`src/rtl/isv_pkg.sv`:
```
package isv_pkg;
  localparam int unsigned ADDR_W = 3;
  localparam int unsigned DATA_W = 16;

  localparam logic [ADDR_W-1:0] A_MASK   = 3'd0;
  localparam logic [ADDR_W-1:0] A_STATUS = 3'd1;
  localparam logic [ADDR_W-1:0] A_VECTOR = 3'd2;
  localparam logic [ADDR_W-1:0] A_DMAEN  = 3'd3;
  localparam logic [ADDR_W-1:0] A_TEST   = 3'd4;

  // revision threshold for the newer programming model
  localparam int unsigned NEW_MODEL_REV = 'h34;

  localparam int unsigned RX_EN_BIT   = 15;
  localparam int unsigned TX_EN_BIT   = 7;
  localparam int unsigned RX_FLAG     = 3;
  localparam int unsigned TX_FLAG     = 4;
  localparam int unsigned BUSY_BIT    = 12;
  localparam int unsigned FORCE_BIT   = 11;
  localparam logic [DATA_W-1:0] W1C_MASK   = 16'h0027;
  localparam logic [DATA_W-1:0] FORCE_SET  = 16'h003F;
endpackage

```
`src/rtl/isv_cfg_regs.sv`:
```
module isv_cfg_regs
  import isv_pkg::*;
#(
  parameter int unsigned MASK_W = 5
) (
  input  logic              clk,
  input  logic              rst,
  input  logic              wr_mask_i,
  input  logic              wr_dma_i,
  input  logic [MASK_W-1:0] mask_wdata_i,
  input  logic              rx_en_wdata_i,
  input  logic              tx_en_wdata_i,
  output logic [MASK_W-1:0] mask_o,
  output logic              rx_en_o,
  output logic              tx_en_o
);
  logic [MASK_W-1:0] mask_q;
  logic              rx_en_q, tx_en_q;

  always_ff @(posedge clk) begin
    if (rst) begin
      mask_q  <= '0;
      rx_en_q <= 1'b0;
      tx_en_q <= 1'b0;
    end else if (wr_mask_i) begin
      mask_q <= mask_wdata_i;
    end else if (wr_dma_i) begin
      rx_en_q <= rx_en_wdata_i;
      tx_en_q <= tx_en_wdata_i;
      // enabling DMA hands the matching flag over to the DMA path
      if (rx_en_wdata_i) mask_q[RX_FLAG] <= 1'b0;
      if (tx_en_wdata_i) mask_q[TX_FLAG] <= 1'b0;
    end
  end

  assign mask_o  = mask_q;
  assign rx_en_o = rx_en_q;
  assign tx_en_o = tx_en_q;

  // a DMA enable write removes the matching interrupt enable
  a_r6_rx_unmasks: assert property (@(posedge clk) disable iff (rst)
    (wr_dma_i && !wr_mask_i && rx_en_wdata_i) |=> !mask_q[RX_FLAG]);
  a_r6_tx_unmasks: assert property (@(posedge clk) disable iff (rst)
    (wr_dma_i && !wr_mask_i && tx_en_wdata_i) |=> !mask_q[TX_FLAG]);
endmodule

```
`src/rtl/isv_status_reg.sv`:
```
module isv_status_reg #(
  parameter int unsigned STAT_W = 12
) (
  input  logic              clk,
  input  logic              rst,
  input  logic [STAT_W-1:0] set_i,
  input  logic [STAT_W-1:0] clr_i,
  output logic [STAT_W-1:0] stat_o
);
  logic [STAT_W-1:0] stat_q;

  // a set on the same edge as a clear keeps the flag (no lost event)
  always_ff @(posedge clk) begin
    if (rst) stat_q <= '0;
    else     stat_q <= (stat_q & ~clr_i) | set_i;
  end

  assign stat_o = stat_q;

  // every requested set is visible after the edge, whatever the clear
  a_r12_set_wins: assert property (@(posedge clk) disable iff (rst)
    (|set_i) |=> ((stat_q & $past(set_i)) == $past(set_i)));

  // flags only fall where a clear was requested
  a_r2_sticky: assert property (@(posedge clk) disable iff (rst)
    !$past(rst) |-> ((($past(stat_q) & ~stat_q) & ~$past(clr_i)) == '0));
endmodule

```
`src/rtl/isv_vector.sv`:
```
module isv_vector #(
  parameter int unsigned STAT_W = 12,
  localparam int unsigned VEC_W = $clog2(STAT_W + 1)
) (
  input  logic [STAT_W-1:0] pend_i,
  output logic [STAT_W-1:0] pick_o,
  output logic [VEC_W-1:0]  vec_o
);
  logic [STAT_W:0] below;

  assign below[0] = 1'b0;
  for (genvar b = 0; b < STAT_W; b++) begin : g_prio
    assign pick_o[b]    = pend_i[b] & ~below[b];
    assign below[b + 1] = below[b] | pend_i[b];
  end

  always_comb begin
    vec_o = '0;
    for (int b = 0; b < STAT_W; b++) begin
      if (pick_o[b]) vec_o = VEC_W'(b + 1);
    end
  end
endmodule

```
`src/rtl/isv_request.sv`:
```
module isv_request
  import isv_pkg::*;
#(
  parameter int unsigned STAT_W = 12
) (
  input  logic              clk,
  input  logic              rst,
  input  logic [STAT_W-1:0] stat_i,
  input  logic [STAT_W-1:0] mask_i,
  input  logic              rx_en_i,
  input  logic              tx_en_i,
  output logic              irq_o,
  output logic              rx_req_o,
  output logic              tx_req_o
);
  logic irq_q, rx_q, tx_q;

  always_ff @(posedge clk) begin
    if (rst) begin
      irq_q <= 1'b0;
      rx_q  <= 1'b0;
      tx_q  <= 1'b0;
    end else begin
      irq_q <= |(stat_i & mask_i);
      rx_q  <= rx_en_i & stat_i[RX_FLAG];
      tx_q  <= tx_en_i & stat_i[TX_FLAG];
    end
  end

  assign irq_o    = irq_q;
  assign rx_req_o = rx_q;
  assign tx_req_o = tx_q;

  // interrupt lags the pending set by one edge
  a_r3_irq_lag: assert property (@(posedge clk) disable iff (rst)
    !$past(rst) |-> (irq_q == $past(|(stat_i & mask_i))));
  // DMA requests lag their flag and enable by one edge
  a_r7_rx_lag: assert property (@(posedge clk) disable iff (rst)
    !$past(rst) |-> (rx_q == $past(rx_en_i && stat_i[RX_FLAG])));
  a_r7_tx_lag: assert property (@(posedge clk) disable iff (rst)
    !$past(rst) |-> (tx_q == $past(tx_en_i && stat_i[TX_FLAG])));
endmodule

```
`src/rtl/isv_unit.sv`:
```
module isv_unit
  import isv_pkg::*;
#(
  parameter int unsigned REV    = 'h20,
  parameter int unsigned STAT_W = 12
) (
  input  logic              clk,
  input  logic              rst,
  input  logic [2:0]        reg_addr,
  input  logic              reg_wr,
  input  logic              reg_rd,
  input  logic [15:0]       reg_wdata,
  output logic [15:0]       reg_rdata,
  input  logic [STAT_W-1:0] set_pulse,
  input  logic              bus_busy,
  output logic              irq,
  output logic              dma_rx_req,
  output logic              dma_tx_req
);
  localparam bit          NEWER  = (REV >= NEW_MODEL_REV);
  localparam int unsigned MASK_W = NEWER ? 6 : 5;
  localparam int unsigned VEC_W  = $clog2(STAT_W + 1);

  logic [MASK_W-1:0] mask;
  logic              rx_en, tx_en;
  logic [STAT_W-1:0] stat, stat_set, stat_clr, pend, pick, mask_ext;
  logic [VEC_W-1:0]  vec;
  logic              wr_mask, wr_dma, wr_stat, wr_test, rd_vec;

  assign wr_mask = reg_wr && (reg_addr == A_MASK);
  assign wr_dma  = reg_wr && (reg_addr == A_DMAEN);
  assign wr_stat = reg_wr && (reg_addr == A_STATUS);
  assign wr_test = reg_wr && (reg_addr == A_TEST);
  assign rd_vec  = reg_rd && (reg_addr == A_VECTOR);

  isv_cfg_regs #(.MASK_W(MASK_W)) u_cfg (
    .clk          (clk),
    .rst          (rst),
    .wr_mask_i    (wr_mask),
    .wr_dma_i     (wr_dma),
    .mask_wdata_i (reg_wdata[MASK_W-1:0]),
    .rx_en_wdata_i(reg_wdata[RX_EN_BIT]),
    .tx_en_wdata_i(reg_wdata[TX_EN_BIT]),
    .mask_o       (mask),
    .rx_en_o      (rx_en),
    .tx_en_o      (tx_en)
  );

  assign mask_ext = {{(STAT_W-MASK_W){1'b0}}, mask};
  assign pend     = stat & mask_ext;

  isv_vector #(.STAT_W(STAT_W)) u_vec (
    .pend_i(pend),
    .pick_o(pick),
    .vec_o (vec)
  );

  // model-specific set and clear sources
  if (NEWER) begin : g_newer
    always_comb begin
      stat_clr = wr_stat ? (reg_wdata[STAT_W-1:0] & W1C_MASK[STAT_W-1:0]) : '0;
      stat_set = set_pulse;
      if (wr_test && reg_wdata[FORCE_BIT]) stat_set = set_pulse | FORCE_SET[STAT_W-1:0];
    end

    // the vector address is inert in this model
    a_r9_vector_inert: assert property (@(posedge clk) disable iff (rst)
      (rd_vec && !reg_wr && (set_pulse == '0)) |=> (stat == $past(stat)));
  end else begin : g_legacy
    always_comb begin
      stat_clr = rd_vec ? pick : '0;
      stat_set = set_pulse;
    end

    // a vector read with a pending flag drops exactly that flag
    a_r8_vector_clears: assert property (@(posedge clk) disable iff (rst)
      (rd_vec && (pend != '0) && (set_pulse == '0)) |=> (stat == ($past(stat) & ~$past(pick))));
    // status writes are ignored in this model
    a_r9_status_ro: assert property (@(posedge clk) disable iff (rst)
      (wr_stat && (set_pulse == '0)) |=> (stat == $past(stat)));
  end

  isv_status_reg #(.STAT_W(STAT_W)) u_stat (
    .clk   (clk),
    .rst   (rst),
    .set_i (stat_set),
    .clr_i (stat_clr),
    .stat_o(stat)
  );

  isv_request #(.STAT_W(STAT_W)) u_req (
    .clk     (clk),
    .rst     (rst),
    .stat_i  (stat),
    .mask_i  (mask_ext),
    .rx_en_i (rx_en),
    .tx_en_i (tx_en),
    .irq_o   (irq),
    .rx_req_o(dma_rx_req),
    .tx_req_o(dma_tx_req)
  );

  always_comb begin
    reg_rdata = '0;
    case (reg_addr)
      A_MASK:   reg_rdata[MASK_W-1:0] = mask;
      A_STATUS: begin
        reg_rdata[STAT_W-1:0] = stat;
        reg_rdata[BUSY_BIT]   = bus_busy;
      end
      A_VECTOR: if (!NEWER) reg_rdata[VEC_W-1:0] = vec;
      A_DMAEN:  begin
        reg_rdata[RX_EN_BIT] = rx_en;
        reg_rdata[TX_EN_BIT] = tx_en;
      end
      default:  reg_rdata = '0;
    endcase
  end

  logic unused_wdata;
  assign unused_wdata = ^reg_wdata;
endmodule

```
`config.mk`:
```
export PLATFORM = sky130hd
export DESIGN_NAME = isv_unit
export DESIGN_NICKNAME = d
export VERILOG_FILES = /design/src/rtl/isv_pkg.sv /design/src/rtl/isv_cfg_regs.sv /design/src/rtl/isv_status_reg.sv /design/src/rtl/isv_vector.sv /design/src/rtl/isv_request.sv /design/src/rtl/isv_unit.sv
export SDC_FILE = /design/constraint.sdc
export NUM_CORES = 1
export LEC_CHECK = 0
export BUFFER_PORTS_ARGS = -buffer_cell sky130_fd_sc_hd__buf_2
export CORE_MARGIN = 5
export CORE_UTILIZATION = 48
export CTS_CLUSTER_DIAMETER = 30
export CTS_CLUSTER_SIZE = 16
export DETAILED_ROUTE_END_ITERATION = 16
export PLACE_DENSITY = 0.84
export SYNTH_ARGS = -nofsm -noshare
export SYNTH_HDL_FRONTEND = slang
export SYNTH_SLANG_ARGS = --single-unit
export TNS_END_PERCENT = 5
```
`constraint.sdc`:
```
create_clock -name clk -period 1.87 [get_ports clk]
set_input_delay 0.187 -clock clk [delete_from_list [all_inputs] [get_ports clk]]
set_output_delay 0.187 -clock clk [all_outputs]
set_load 0.01 [all_outputs]
```
==> results of run 1 <==
[synth_stat cells (all sizes together), types with 2 or more instances]
| cell type | n | area (um2) |
|---|---|---|
| o211ai | 2 | 15.0 |
| a221oi | 2 | 23.8 |
| buf | 5 | 38.8 |
| nand2 | 16 | 60.1 |
| mux2i | 7 | 70.1 |
| nor3b | 4 | 35.0 |
| and2 | 10 | 62.6 |
| nor3 | 3 | 15.0 |
| clkbuf | 2 | 7.51 |
| dfxtp | 22 | 440 |
| a21oi | 9 | 45.0 |
| inv | 9 | 33.8 |
| nor2 | 24 | 90.1 |
| a311oi | 2 | 17.5 |
[flip-flops by register name, summed over array words and instances, names as in the netlist]
signal / cells
u_stat.stat_o: 12
u_cfg.mask_o: 5
u_cfg.rx_en_o: 1
u_cfg.tx_en_o: 1
u_req.irq_o: 1
u_req.rx_req_o: 1
u_req.tx_req_o: 1
[cell usage in the layout (no fill, tap or decap), drive strengths merged]
master,instances
nor3b,4
o31ai,1
a21oi,9
bufinv,1
nand4bb,1
or3,1
or4b,1
a311oi,2
o21ai,1
o41ai,1
a31oi,1
nand2,16
a211o,1
dfxtp,22
inv,9
clkbuf,3
conb,2
a41o,1
nand2b,1
o211ai,2
nor3,3
buf,43
nor2,24
and2,10
a211oi,1
mux2i,7
a22oi,1
a221oi,2
nor4b,1
nand4b,1
[cells by family (layout without fill, tap and decap cells)]
kind of cell | count (synthesis) | after routing | share of synthesized area (%)
multiplexers | 7 | 7 | 6.43
flip-flops | 22 | 22 | 40.4
AND/OR/NAND/NOR | 63 | 63 | 30.5
other | 1 | 2 | 0.344
buffers and inverters | 16 | 56 | 7.35
AO/OA/AOI/OAI | 23 | 23 | 14.9
[worst max-delay path by stage]
stage                     startpoint            to  slack, ns
floorplan           u_stat.stat_o[0]  reg_rdata[1]       0.61
global placement     u_cfg.mask_o[1]  reg_rdata[1]       0.49
detailed placement       reg_addr[0]  reg_rdata[8]       0.46
CTS                  u_cfg.mask_o[1]  reg_rdata[1]       0.12
global route         u_cfg.mask_o[1]  reg_rdata[1]       0.03
finish               u_cfg.mask_o[1]  reg_rdata[1]       0.13
[critical path, cell delays in order (launching register included)]
cell	delay (ns)
dfxtp_1	0.43
nand2_1	0.12
a211o_1	0.32
a221oi_2	0.22
buf_2	0.16
[report_power, final]
group | internal, mW | total (mW) | switching [mW]
Combinational | 0.0537 | 0.119 | 0.0654
Sequential | 0.491 | 0.508 | 0.0171
Clock | 0.216 | 0.360 | 0.143
Total | 0.761 | 0.987 | 0.226
[final cells by class]
class / instances / area (um2) / area share [%]
flip-flops and latches: 22 / 440 / 32.6
well taps: 28 / 35.0 / 2.60
multi-input cells: 95 / 573 / 42.4
repair buffers: 43 / 215 / 15.9
clock inverters: 1 / 30.0 / 2.22
clock buffers: 3 / 22.5 / 1.67
inverters: 9 / 33.8 / 2.50
[metal layers]
layer	vias to the layer above	wire, um	track usage (%)	share of wire, %
li1	528	-	-	-
met1	487	1140	20.4	42
met2	39	1400	30.5	51
met3	4	143	2.90	5.2
met4	0	55	4.97	2.0
met5	-	0	0	0
[stage by stage]
step / utilization [%] / total power [mW]
floorplan: - / 0.589
global placement: 59.2 / 0.630
detailed placement: 59.2 / 0.636
CTS: 61.6 / 0.993
global route: 61.6 / 1.03
finish: 61.6 / 0.987
==> results.json, run 1 <==
{
  "status": "complete, no violations",
  "reg2reg_from": "u_cfg.mask_o[2]",
  "drc": 0,
  "required_ns": 1.68,
  "ys_async_sr_fraction_pct": 0,
  "hold_viol_final": 0,
  "coreArea_um2": 2190,
  "routed_wirelength_um": 2740,
  "io_pins": 55,
  "final_cell_area_um2": 1350,
  "num_antenna_cells": 0,
  "cts_resized": 0,
  "r2r-end": "u_stat.stat_o[4]",
  "min_path_cells": 3,
  "synth_seq_cells": 22,
  "numPortBuffers": 43,
  "setup_viol": 0,
  "cts.clk_slew.worst_paths_ns": 0.12,
  "cp.arrival_ns": 1.55,
  "rsz0062_at_grt": "no",
  "irDropWorstVdd_uv": 536,
  "min-delay-start": "set_pulse[6]",
  "cts_buffers": 3,
  "placed_cell_area_um2": 1300,
  "ant_nets": 0,
  "min_period_ns": 1.74,
  "fin_cells": 201,
  "yosys_most_used_dff": "dfxtp_1",
  "vias_per_cell": 5.26,
  "grt-ovfl-total": 0,
  "fin_setup_tns_ns": 0,
  "antenna_found_initial": 0,
  "drive_above_1_share_pct": 30.1,
  "max_freq_mhz": 574,
  "cp_max_fo": 5,
  "hp-class": "in -> reg",
  "clock-sinks": 22,
  "p_leak_nw": 0.643,
  "placed_cells": 197,
  "worstRegToRegCells": 3,
  "synth.distinct_cells": 34,
  "areaGrowthSynthToFinish_pct": 23.9,
  "clkLatencyLatePin_ns": 0.30,
  "row_count": 17,
  "dr_total_vias": 1058,
  "drt_iter0_markers": 32,
  "track_usage_pct": 16.9,
  "cts.path.max_buffers": 2,
  "root_buffer": "clkbuf_4",
  "grt_pass1_vias": 1013,
  "dieArea_um2": 3320,
  "layout_setup_ws_ns": 0.128,
  "die_y_um": 57.7,
  "nets": 210,
  "slew_viol_final": 0,
  "avgSynthCellArea_um2": 8.26,
  "place.gp.congestion": 0.846,
  "synth_edf_count": 0,
  "drtPass1Iterations": 4,
  "ys_seq_area_share_pct": 40.4,
  "finalCritPeriodShare_pct": 93.1,
  "crit_path_end_kind": "output port",
  "r2r_setup_slack_ns": 0.72,
  "htreeDepth": 1,
  "hold_slack_ns": 0.0842,
  "skew_ns": 0.00140,
  "die_x_um": 57.7,
  "grt_pass1_wl_um": 4390,
  "hold-path-endpoint": "u_stat.stat_o[6]",
  "netlist_instances": 132,
  "p_per_area_nw_per_um2": 731,
  "cts.hold.buffers_added": 0,
  "syn_area_um2": 1090,
  "path_class": "reg -> out",
  "drv_cap": 0,
  "cts_setup_buffers": 0,
  "dpl_worst_slack_ns": 0.463,
  "dpl.hpwl_um": 2030,
  "wl_per_cell_um": 13.6,
  "synth.yosys.warnings": 0,
  "crit_path_start_kind": "flip-flop",
  "grt_max_degree": 23,
  "start_util_pct": 49.7,
  "nFillCells": 188,
  "cts_tree": "done"
}
Power figures use the tool's default switching activity.
==> run 2, diff against run 1 <==
--- a/config.mk
+++ b/config.mk
@@ -6,12 +6,13 @@
 export NUM_CORES = 1
 export LEC_CHECK = 0
 export BUFFER_PORTS_ARGS = -buffer_cell sky130_fd_sc_hd__buf_2
-export CORE_MARGIN = 5
+export CORE_MARGIN = 4
 export CORE_UTILIZATION = 48
 export CTS_CLUSTER_DIAMETER = 30
 export CTS_CLUSTER_SIZE = 16
 export DETAILED_ROUTE_END_ITERATION = 16
-export PLACE_DENSITY = 0.84
+export GPL_ROUTABILITY_DRIVEN = 0
+export PLACE_DENSITY = 0.92
 export SYNTH_ARGS = -nofsm -noshare
 export SYNTH_HDL_FRONTEND = slang
 export SYNTH_SLANG_ARGS = --single-unit
==> run 2 against run 1 <==
  * Register-to-register slack gained 0.03 ns
  * Clock power about the same
  * Worst setup slack got worse by 0.015 ns
  * Sequential power hardly changed
  * Via count fell by 0.66%
  * Non-clock buffer count unchanged
  * Largest power group unchanged
  * Highest routed layer unchanged
==> results.json, run 2 (synthesis results as in run 1) <==
{
  "finalCritPeriodShare_pct": 93.9,
  "use_met1_pct": 18.4,
  "drt_iter0_markers": 29,
  "dieArea_um2": 3100,
  "cts.clk_slew.worst_paths_ns": 0.13,
  "cts.path.max_buffers": 2,
  "p_per_area_nw_per_um2": 731,
  "vias_per_cell": 5.26,
  "areaGrowthSynthToFinish_pct": 23.9,
  "slowest_delay_ns": 0.37,
  "status": "complete, no violations",
  "grt_pass1_wl_um": 4010,
  "hold_slack_ns": 0.0808,
  "setup_viol": 0,
  "crit_path_start_kind": "flip-flop",
  "min-delay-start": "set_pulse[6]",
  "p_leak_nw": 0.643,
  "hp-class": "in -> reg",
  "drv_cap": 0,
  "grtUsageMet2_pct": 27.5,
  "cp.arrival_ns": 1.57,
  "worstRegToRegCells": 3,
  "final_common_cell": "buf_2",
  "skew_ns": 0.00849,
  "crit_path_top_delay_cell": "dfxtp_1",
  "num_antenna_cells": 0,
  "largest_reg_flops": 12,
  "hold-path-endpoint": "u_stat.stat_o[6]",
  "start_util_pct": 52.9,
  "path_cells": "and2_1 > a211o_1 > a221oi_2 > buf_2",
  "required_ns": 1.68,
  "grt-ovfl-total": 0,
  "ant_nets": 0,
  "track_usage_pct": 15.8,
  "grt_max_degree": 23,
  "routed_wirelength_um": 2490,
  "clkLatencyLatePin_ns": 0.31,
  "cts.hold.buffers_added": 0,
  "cts_setup_buffers": 0,
  "clock-sinks": 22,
  "htreeDepth": 1,
  "io_pins": 55,
  "die_y_um": 55.7,
  "path_class": "reg -> out",
  "slew_viol_final": 0,
  "dpl.hpwl_um": 1910,
  "drive_above_1_share_pct": 30.6,
  "grt_pass1_vias": 952,
  "root_buffer": "clkbuf_4",
  "max_freq_mhz": 569,
  "cts_resized": 0,
  "grt_use_met3_pct": 2.09,
  "cts_buffers": 3,
  "drc": 0,
  "crit_path_end_kind": "output port",
  "dr_total_vias": 1051,
  "numPortBuffers": 43,
  "cp_max_fo": 5,
  "drtPass1Iterations": 4,
  "die_x_um": 55.7,
  "nets": 210,
  "fin_setup_tns_ns": 0,
  "reg2reg_from": "u_cfg.mask_o[0]",
  "row_count": 16,
  "final_core_util_pct": 65.5,
  "irDropWorstVdd_uv": 516,
  "rsz0062_at_grt": "no",
  "fin_cells": 200,
  "placed_cells": 196,
  "antenna_found_initial": 0,
  "power_mw": 0.988,
  "cts_tree": "done",
  "crit_buf_inv": 1,
  "layout_common_cells": "43 x buf_2, 24 x nor2_1, 21 x dfxtp_1, 16 x nand2_1, 10 x and2_1",
  "min_path_cells": 3,
  "r2r_setup_slack_ns": 0.75,
  "hold_viol_final": 0,
  "critical_path.top_delay_family": "compound AO/OA/AOI/OAI gates",
  "r2r-end": "u_stat.stat_o[4]",
  "min_period_ns": 1.76,
  "coreArea_um2": 2060,
  "wl_per_cell_um": 12.5,
  "top_usage_layer": "met2"
}
## run 2: cell types whose count changed in the layout (fill, tap and decap cells not counted)
| cell | change |
|---|---|
| dfxtp_1 | -1 |
| dfxtp_2 | +1 |
## run 2: how the worst max path moves through the flow
stage                     start            to  slack [ns]  depth (start not counted)
2_1_floorplan  u_stat.stat_o[0]  reg_rdata[1]        0.61                          3
3_3_place_gp    u_cfg.mask_o[1]  reg_rdata[1]        0.50                          4
3_5_place_dp        reg_addr[0]  reg_rdata[9]        0.46                          5
4_1_cts         u_cfg.mask_o[1]  reg_rdata[1]        0.10                          4
5_1_grt         u_cfg.mask_o[0]  reg_rdata[1]        0.02                          4
6_report        u_cfg.mask_o[0]  reg_rdata[1]        0.11                          4
## run 2: per-layer routing
layer	share of wire (%)	routed length, um	up-vias
met3	7.4	185	6
li1	-	-	527
met5	0	0	-
met2	51	1270	44
met4	2.4	59	0
met1	39	973	474
## run 2: worst reg2reg max path, cell delays in order, from the launching register on
cell,delay (ns)
dfxtp_1,0.37
and2_1,0.20
nor3b_2,0.29
a311oi_1,0.13
## run 2: cell type report
cell class | count | area, um2
Sequential cell | 22 | 442
Timing Repair Buffer | 43 | 215
Fill cell | 180 | 712
Clock inverter | 1 | 30.0
Clock buffer | 3 | 22.5
Tap cell | 27 | 33.8
Inverter | 9 | 33.8
Multi-Input combinational cell | 95 | 573
## run 2: per-stage QoR
step / worst slack (ns) / area, um2
final: 0.114 / 1350
after global routing: 0.0177 / 1350
after CTS: 0.102 / 1350
after detailed placement: 0.456 / 1300
after global placement: 0.498 / 1300
after floorplan: 0.606 / 1090
## run 2: where the power goes
part | internal, mW | total (mW) | switching [mW]
Clock | 0.217 | 0.363 | 0.146
Combinational | 0.0537 | 0.117 | 0.0634
Sequential | 0.491 | 0.508 | 0.0165
==> run 3, diff against run 2 <==
--- a/config.mk
+++ b/config.mk
@@ -8,6 +8,7 @@
 export BUFFER_PORTS_ARGS = -buffer_cell sky130_fd_sc_hd__buf_2
 export CORE_MARGIN = 4
 export CORE_UTILIZATION = 48
+export CTS_BUF_LIST = sky130_fd_sc_hd__clkbuf_16
 export CTS_CLUSTER_DIAMETER = 30
 export CTS_CLUSTER_SIZE = 16
 export DETAILED_ROUTE_END_ITERATION = 16
==> run 3 against run 2 <==
  * Sequential share of layout area is 1.3 points lower
  * Highest routed layer unchanged
  * First-iteration DRC count is 41% lower
  * Sequential power hardly changed
  * Utilization is 2.5 points higher
  * Maximum frequency is 2.9% higher
==> results.json, run 3 (synthesis results as in run 1) <==
{
  "cts.hold.buffers_added": 0,
  "cts_setup_buffers": 0,
  "setup_viol": 0,
  "antenna_found_initial": 0,
  "row_count": 16,
  "max_freq_mhz": 586,
  "placed_cell_area_um2": 1300,
  "critical_path.top_delay_family": "compound AO/OA/AOI/OAI gates",
  "fin_setup_tns_ns": 0,
  "dieArea_um2": 3100,
  "io_pins": 55,
  "dpl.hpwl_um": 1910,
  "final_common_cell": "buf_2",
  "multiInputGateArea_um2": 573,
  "wl_per_cell_um": 13.2,
  "nFillCells": 166,
  "htreeDepth": 1,
  "hp-class": "in -> reg",
  "root_buffer": "clkbuf_16",
  "clkLatencyLatePin_ns": 0.25,
  "areaGrowthSynthToFinish_pct": 28.6,
  "final_core_util_pct": 68.0,
  "placed_cells": 196,
  "hold_viol_final": 0,
  "layout_common_cells": "43 x buf_2, 24 x nor2_1, 22 x dfxtp_1, 16 x nand2_1, 10 x and2_1",
  "p_comb_share_pct": 9.6,
  "dpl_worst_slack_ns": 0.456,
  "power_frac_seq_pct": 41.6,
  "cts_buffers": 3,
  "swShare_pct": 20.8,
  "crit_buf_inv": 1,
  "switching_power_mw": 0.255,
  "fin_cells": 200,
  "crit_path_start_kind": "flip-flop",
  "crit_path_end_kind": "output port",
  "dr_total_vias": 1052,
  "cp.arrival_ns": 1.52,
  "nets": 210,
  "drive_above_1_share_pct": 30.1,
  "numPortBuffers": 43,
  "min_period_ns": 1.71,
  "start_util_pct": 52.9,
  "skew_ns": 0.00154,
  "irDropWorstVdd_uv": 643,
  "grt-ovfl-total": 0,
  "cp_max_fo": 5,
  "grt_max_degree": 23,
  "cts.clk_slew.worst_paths_ns": 0.06,
  "required_ns": 1.68,
  "p_leak_nw": 0.666,
  "grt_pass1_vias": 994,
  "clock-sinks": 22,
  "drtPass1Iterations": 4,
  "path_cells": "nand2_1 > a211o_1 > a221oi_2 > buf_2",
  "vias_per_cell": 5.26,
  "cts_resized": 0,
  "path_class": "reg -> out",
  "drc": 0,
  "cts_tree": "done",
  "largest_reg_flops": 12,
  "routed_wirelength_um": 2640,
  "grt_pass1_wl_um": 4270,
  "rsz0062_at_grt": "no",
  "die_x_um": 55.7,
  "num_antenna_cells": 0,
  "crit_path_top_delay_cell": "dfxtp_1",
  "p_per_area_nw_per_um2": 874,
  "cts.path.max_buffers": 2,
  "coreArea_um2": 2060,
  "die_y_um": 55.7,
  "p_int_mw": 0.970,
  "layout_setup_ws_ns": 0.164,
  "power_frac_clock_pct": 48.8,
  "drt_iter0_markers": 17,
  "final_cell_area_um2": 1400,
  "status": "complete, no violations",
  "finalCritPeriodShare_pct": 91.2,
  "slowest_delay_ns": 0.42,
  "slew_viol_final": 0,
  "drv_cap": 0,
  "track_usage_pct": 17.4,
  "seq_area_um2": 440,
  "ant_nets": 0
}
[run 3: cell counts in the layout (fill, tap and decap cells not counted)]
Identical to the previous run, type by type.
[run 3: stage by stage]
| stage | power [mW] | hold slack, ns |
|---|---|---|
| 5_1_grt | 1.26 | 0.143 |
| 3_5_place_dp | 0.634 | 0.402 |
| 4_1_cts | 1.22 | 0.140 |
| 3_3_place_gp | 0.629 | 0.393 |
| 2_1_floorplan | 0.589 | 0.259 |
| 6_report | 1.22 | 0.139 |
[run 3: worst reg2reg max path, stage by stage, from the launching register on]
cell	delay, ns
dfxtp_1	0.34
and2_1	0.21
nor3b_2	0.29
a311oi_1	0.13
[run 3: cell type report]
cell class / count / share of cell area, %
multi-input combinational: 95 / 40.9
clock buffer: 3 / 5.36
sequential: 22 / 31.4
clock inverter: 1 / 2.14
inverter: 9 / 2.41
timing repair buffer: 43 / 15.4
tap: 27 / 2.41
[run 3: worst paths after layout]
path              slack (ns)  depth (start not counted)             from               end
setup / recovery        0.16                          4  u_cfg.mask_o[1]      reg_rdata[1]
hold / removal          0.14                          3     set_pulse[6]  u_stat.stat_o[6]
setup reg to reg        0.78                          3  u_cfg.mask_o[0]  u_stat.stat_o[4]
hold reg to reg         0.46                          2    u_cfg.rx_en_o    u_req.rx_req_o
[run 3: power by group through the flow]
stage                     clock (mW)  sequential (mW)  combinational [mW]
after detailed placement           0            0.518               0.117
after global placement             0            0.516               0.113
after CTS                      0.597            0.508               0.118
after global routing           0.622            0.511               0.131
final                          0.598            0.509               0.118
after floorplan                    0            0.513              0.0760
[run 3: routing by layer]
metal	share of wire (%)	global-route usage, %	vias to the layer above
met5	0	0	-
met4	4.2	12.5	0
met3	4.8	3.48	11
met2	49	29.6	37
met1	42	19.1	478
li1	-	-	526
